**config.mk**
```make
export PLATFORM = sky130hd
export DESIGN_NAME = risc_alu
export DESIGN_NICKNAME = d
export VERILOG_FILES = /design/src/rtl/alu_pkg.sv /design/src/rtl/alu_operand_sel.sv /design/src/rtl/alu_arith_cmp.sv /design/src/rtl/alu_logic_shift.sv /design/src/rtl/risc_alu.sv
export SDC_FILE = /design/constraint.sdc
export NUM_CORES = 2
export LEC_CHECK = 0
export ABC_CLOCK_PERIOD_IN_PS = 22700
export BUFFER_PORTS_ARGS = -buffer_cell sky130_fd_sc_hd__buf_2
export CAP_MARGIN = 30
export CORE_ASPECT_RATIO = 2
export CORE_MARGIN = 2
export CORE_UTILIZATION = 50
export DETAILED_ROUTE_END_ITERATION = 12
export PLACE_DENSITY = 0.64
export SLEW_MARGIN = 15
export SYNTH_ARGS = -nofsm -noshare
export SYNTH_HDL_FRONTEND = slang
export SYNTH_SLANG_ARGS = --single-unit
```
**constraint.sdc**
```tcl
create_clock -name clk -period 22.7 [get_ports clk]
set_input_delay 6.81 -clock clk [delete_from_list [all_inputs] [get_ports clk]]
set_output_delay 6.81 -clock clk [all_outputs]
set_load 0.01 [all_outputs]
```
**src/rtl/alu_pkg.sv**
```systemverilog
package alu_pkg;

    localparam int XLEN    = 32;
    localparam int IMM_W   = 16;
    localparam int OPC_W   = 4;
    localparam int SHAMT_W = $clog2(XLEN);

    typedef enum logic [OPC_W-1:0] {
        OP_ADD  = 4'd0,
        OP_SUB  = 4'd1,
        OP_MUL  = 4'd2,
        OP_DIV  = 4'd3,
        OP_CEQ  = 4'd4,
        OP_CLT  = 4'd5,
        OP_CLE  = 4'd6,
        OP_AND  = 4'd8,
        OP_OR   = 4'd9,
        OP_XOR  = 4'd10,
        OP_SHL  = 4'd12,
        OP_SHR  = 4'd13,
        OP_SAR  = 4'd14
    } alu_op_e;

    typedef enum logic [2:0] {
        GRP_ARITH,
        GRP_CMP,
        GRP_LOGIC,
        GRP_SHIFT,
        GRP_NONE
    } alu_grp_e;

    typedef struct packed {
        logic            bad;
        logic [XLEN-1:0] word;
    } alu_out_t;

    function automatic alu_grp_e op_group(input logic [OPC_W-1:0] code);
        alu_grp_e g;
        case (code)
            OP_ADD, OP_SUB, OP_MUL:          g = GRP_ARITH;
            OP_CEQ, OP_CLT, OP_CLE:          g = GRP_CMP;
            OP_AND, OP_OR, OP_XOR:           g = GRP_LOGIC;
            OP_SHL, OP_SHR, OP_SAR:          g = GRP_SHIFT;
            default:                         g = GRP_NONE;
        endcase
        return g;
    endfunction

    function automatic logic [XLEN-1:0] sext_imm(input logic [IMM_W-1:0] v);
        return {{(XLEN-IMM_W){v[IMM_W-1]}}, v};
    endfunction

endpackage

```
**src/rtl/alu_operand_sel.sv**
```systemverilog
module alu_operand_sel
    import alu_pkg::*;
#(
    parameter int W  = XLEN,
    parameter int IW = IMM_W
) (
    input  logic [W-1:0]  reg_b,
    input  logic [IW-1:0] imm,
    input  logic          pick_imm,
    output logic [W-1:0]  opnd_b
);
    logic [W-1:0] imm_ext;

    always_comb begin
        imm_ext = {{(W-IW){imm[IW-1]}}, imm};
        opnd_b  = pick_imm ? imm_ext : reg_b;
    end
endmodule

```
**src/rtl/alu_arith_cmp.sv**
```systemverilog
module alu_arith_cmp
    import alu_pkg::*;
#(
    parameter int W = XLEN
) (
    input  logic [OPC_W-1:0] code,
    input  logic [W-1:0]     a,
    input  logic [W-1:0]     b,
    output logic [W-1:0]     arith_y,
    output logic [W-1:0]     cmp_y
);
    logic [W-1:0] sum;
    logic [W-1:0] diff;
    logic [W-1:0] prod;
    logic         eq;
    logic         lt;

    always_comb begin
        sum  = a + b;
        diff = a - b;
        prod = a * b;
        eq   = (a == b);
        lt   = ($signed(a) < $signed(b));

        case (code)
            OP_SUB:  arith_y = diff;
            OP_MUL:  arith_y = prod;
            default: arith_y = sum;
        endcase

        cmp_y = '0;
        case (code)
            OP_CEQ:  cmp_y[0] = eq;
            OP_CLT:  cmp_y[0] = lt;
            OP_CLE:  cmp_y[0] = lt | eq;
            default: cmp_y[0] = 1'b0;
        endcase
    end
endmodule

```
**src/rtl/alu_logic_shift.sv**
```systemverilog
module alu_logic_shift
    import alu_pkg::*;
#(
    parameter int W = XLEN
) (
    input  logic [OPC_W-1:0] code,
    input  logic [W-1:0]     a,
    input  logic [W-1:0]     b,
    output logic [W-1:0]     logic_y,
    output logic [W-1:0]     shift_y
);
    localparam int SW = $clog2(W);

    logic [SW-1:0] amt;
    logic          fill;
    logic [W-1:0]  lstage [SW+1];
    logic [W-1:0]  rstage [SW+1];

    assign amt       = b[SW-1:0];
    assign fill      = (code == OP_SAR) ? a[W-1] : 1'b0;
    assign lstage[0] = a;
    assign rstage[0] = a;

    for (genvar i = 0; i < SW; i++) begin : g_stage
        localparam int D = 1 << i;
        assign lstage[i+1] = amt[i] ? {lstage[i][W-1-D:0], {D{1'b0}}} : lstage[i];
        assign rstage[i+1] = amt[i] ? {{D{fill}}, rstage[i][W-1:D]}   : rstage[i];
    end

    always_comb begin
        case (code)
            OP_OR:   logic_y = a | b;
            OP_XOR:  logic_y = a ^ b;
            default: logic_y = a & b;
        endcase
        shift_y = (code == OP_SHL) ? lstage[SW] : rstage[SW];
    end
endmodule

```
**src/rtl/risc_alu.sv**
```systemverilog
module risc_alu
    import alu_pkg::*;
#(
    parameter int W  = XLEN,
    parameter int IW = IMM_W
) (
    input  logic             clk,
    input  logic             rst,
    input  logic             in_valid,
    input  logic [OPC_W-1:0] op,
    input  logic [W-1:0]     src_a,
    input  logic [W-1:0]     src_b,
    input  logic             use_lit,
    input  logic [IW-1:0]    lit,
    output logic             out_valid,
    output logic [W-1:0]     result,
    output logic             unsupported
);
    logic [W-1:0] opnd_b;
    logic [W-1:0] arith_y, cmp_y, logic_y, shift_y;
    logic [W-1:0] next_word;
    logic         next_bad;
    alu_grp_e     grp;

    alu_operand_sel #(.W(W), .IW(IW)) u_sel (
        .reg_b    (src_b),
        .imm      (lit),
        .pick_imm (use_lit),
        .opnd_b   (opnd_b)
    );

    alu_arith_cmp #(.W(W)) u_ac (
        .code    (op),
        .a       (src_a),
        .b       (opnd_b),
        .arith_y (arith_y),
        .cmp_y   (cmp_y)
    );

    alu_logic_shift #(.W(W)) u_ls (
        .code    (op),
        .a       (src_a),
        .b       (opnd_b),
        .logic_y (logic_y),
        .shift_y (shift_y)
    );

    always_comb begin
        grp      = op_group(op);
        next_bad = 1'b0;
        case (grp)
            GRP_ARITH: next_word = arith_y;
            GRP_CMP:   next_word = cmp_y;
            GRP_LOGIC: next_word = logic_y;
            GRP_SHIFT: next_word = shift_y;
            default: begin
                next_word = '0;
                next_bad  = 1'b1;
            end
        endcase
    end

    always_ff @(posedge clk) begin
        if (rst) begin
            out_valid   <= 1'b0;
            result      <= '0;
            unsupported <= 1'b0;
        end else begin
            out_valid <= in_valid;
            if (in_valid) begin
                result      <= next_word;
                unsupported <= next_bad;
            end
        end
    end
endmodule

```
==> impl_metrics.csv <==
group,metric,value,unit
status,outcome,"completed",
setup_path,reg2reg_depth,5,
floorplanning,num_io_pins,122,
setup_path,criticalPathCategory,"input port to register",
sta,worst_slew_pin_slew,1040,ps
yosys,synthTopCellsByArea,"fa_1, ha_1, nor2_1",
cts,postCtsHoldBufs,0,
cells_and_area,final_nets,3933,
cts,cts_resized,0,
sta,finalSetupViolCount,0,
detailed_routing,ant_nets,0,
cells_and_area,drive_gt1_share,8.82,%
detailed_routing,wl,129000,µm
floorplanning,dieArea,0.0523,mm²
cts,clockBufferDepth,2,
global_routing,grt_max_degree,85,
floorplanning,core,0.0499,mm²
yosys,synth_area,0.0252,mm²
yosys,yosys_register_bits,34,
cells_and_area,layout_common_cells,"nor2_1, inv_1, fa_1",
global_routing,grtUsageMet3,14.0,%
setup_path,cp.arrival,15700,ps
place,hpwl,97100,µm
place,gp_congestion,1.08,
cts,cts_tree,"built",
yosys,synth_top_area_cell,"fa_1",
setup_path,setup.worst_path.start_class,"input port",
sta,slew_violations,0,
yosys,yosysUniqueCellTypes,82,
yosys,async_reset_ff_share,0,%
detailed_routing,dr.pass1.iters,8,
cts,htreeDepth,2,
worst_hold_path,min_path_type,"register to register",
global_routing,antenna_found_initial,8,
setup_path,r2r_slack,20820,ps
global_routing,grt_pass1_vias,27600,
yosys,ys_warn_count,0,
detailed_routing,detail_route.vias_per_cell,6.71,
cts,cts_setup_buffers,0,
cts,cts_root_buf,"clkbuf_16",
cts,cts.sinks,34,
cells_and_area,fillers,4900,
sta,final.period_utilization,68.3,%
setup_path,startpoint,"use_lit",
global_routing,gr-total-overflow,0,
detailed_routing,route.vias.total,25800,
worst_hold_path,min_from,"result[9]",
sta,clock.fmax,64.5,MHz
yosys,synth_ff_type,"dfxtp_1",
yosys,yosysSeqAreaShare,2.70,%
cells_and_area,layout.cells.most_common,"nor2_1",
detailed_routing,drc_errors,0,
setup_path,critPathMaxFanout,24,
run,maxCapViolCount,0,
cts,path_clk_slew,70,ps
cts,cts_made_buffers,5,
place,dp_slack,7060,ps
global_routing,grt_util_met2,79.0,%
worst_hold_path,hold_path_end,"result[9]",
sta,skew,0,ps
cts,clock_latency,300,ps
global_routing,grt_use_total,49.6,%
sta,setup_tns,0,ps
setup_path,reg2reg_to,"result[30]",
sta,hold_viol,0,
floorplanning,fp.dieH,321,µm
sta,finalCriticalPeriod,15500,ps
sta,fin_ws,7200,ps
detailed_routing,drt_iter0_drc,2818,
floorplanning,initial_utilization,50.4,%
setup_path,required,22900,ps
yosys,synth_edf_count,0,
place,numPortBuffers,121,
yosys,netlist.area_leader.share,32.6,%
sta,rsz0062_at_grt,"false",
detailed_routing,avgRoutedWirePerCell,33.4,µm
yosys,syn_avg_cell_area,7.92,µm²
sta,relSlewSlack,30.5,%
floorplanning,fp-row-count,116,
setup_path,r2r_start,"result[30]",
yosys,synth_cells,3177,
global_routing,grt_pass1_wl,184000,µm
global_routing,top_usage_layer,"met2",
setup_path,end_kind,"register",
global_routing,grt_util_met1,49.5,%
floorplanning,die_w,163,µm
yosys,synthesis.nets,3915,
cells_and_area,synthToLayoutAreaGrowth,6.40,%
worst_hold_path,hold_depth,2,
-- cells in the mapped netlist, types with 6 or more instances --
| cell type | instances |
|---|---|
| o21ai_0 | 128 |
| xnor2_1 | 96 |
| fa_1 | 410 |
| a311oi_1 | 11 |
| or3_1 | 6 |
| buf_1 | 22 |
| mux2_2 | 7 |
| xor2_1 | 26 |
| o221ai_1 | 11 |
| o21a_1 | 15 |
| nand2_1 | 301 |
| clkbuf_1 | 147 |
| a22oi_1 | 11 |
| mux4_2 | 18 |
| buf_2 | 18 |
| and2_1 | 7 |
| a222oi_1 | 6 |
| nor4_1 | 10 |
| nand2b_1 | 17 |
| a211oi_1 | 34 |
| ha_1 | 240 |
| nor3_1 | 36 |
| mux2i_1 | 135 |
| o21bai_1 | 14 |
| a21oi_1 | 132 |
| nand3_1 | 30 |
| o31ai_1 | 6 |
| a21boi_0 | 6 |
| a31oi_1 | 11 |
| a21o_1 | 22 |
| a21oi_2 | 7 |
| a211o_1 | 15 |
| dfxtp_1 | 34 |
| clkinv_1 | 7 |
| o211ai_1 | 31 |
| nor2_1 | 514 |
| o22ai_1 | 51 |
| o311ai_0 | 9 |
| nor2b_1 | 11 |
| a221oi_1 | 12 |
| inv_1 | 462 |
-- metal layers --
layer,part of all wire (%),wire length (µm)
met5,0.042,54
met4,13,17200
met3,11,13600
met2,46,58600
met1,30,39100
-- registers in the layout (all words and copies together), names as in the netlist --
register,flops
unsupported,1
out_valid,1
result,32
-- critical path, cell delays in order --
cell	delay, ps
buf_2	760
mux2i_4	350
buf_4	410
inv_1	240
ha_1	430
fa_1	480
fa_1	460
fa_1	540
inv_1	50
fa_1	470
inv_1	50
fa_1	460
ha_1	300
fa_1	530
fa_1	440
ha_1	370
and2_1	210
and4_1	230
o21a_1	110
o311a_1	130
or3_4	390
a2111oi_4	440
o21ai_2	160
a31oi_4	200
xnor2_1	180
o221ai_1	170
a31o_1	270
-- cells by family (layout without fill, tap and decap cells) --
group	count (synthesis)	in the layout	synth area share (%)
muxes	160	160	7.29
buffers and inverters	668	687	10.2
AOI/OAI and AO/OA	581	581	15.3
DFF	34	34	2.70
adders and majority gates	650	650	44.5
xor gates and xnor gates	123	123	4.33
other	0	4	0
and+or+nand+nor	961	961	15.6
-- final cells by class --
cell class              count  area [µm²]  share of cell area (%)
repair buffers            205        1300                    4.86
clock inverters             1        30.0                   0.112
diodes                      4        10.0                  0.0374
inverters                 474        1780                    6.64
well taps                 649         812                    3.03
flip-flops and latches     34         681                    2.54
clock buffers               7         133                   0.495
multi-input cells        2475       22000                    82.3
-- how the worst max path moves through the flow --
stage	to	slack [ps]	depth (start not counted)
after floorplan	result[31]	7830	29
after global placement	result[31]	7170	27
after detailed placement	result[31]	7060	27
after CTS	result[31]	7330	27
after global routing	result[30]	6920	26
final	result[31]	7200	27
-- through the flow --
| stage | instances | hold slack, ps | utilization, % | instance area (µm²) |
|---|---|---|---|---|
| 2_1_floorplan | 3177 | 486 | - | 25200 |
| 6_report | 3849 | 493 | 53.6 | 26800 |
| 3_3_place_gp | 3829 | 461 | 53.1 | 26500 |
| 5_1_grt | 3845 | 515 | 53.6 | 26800 |
| 4_1_cts | 3839 | 487 | 53.5 | 26700 |
| 3_5_place_dp | 3831 | 474 | 53.1 | 26500 |
Power is not shown: default switching activity piles up to over one toggle a cycle in this logic, so the estimate is an artifact.
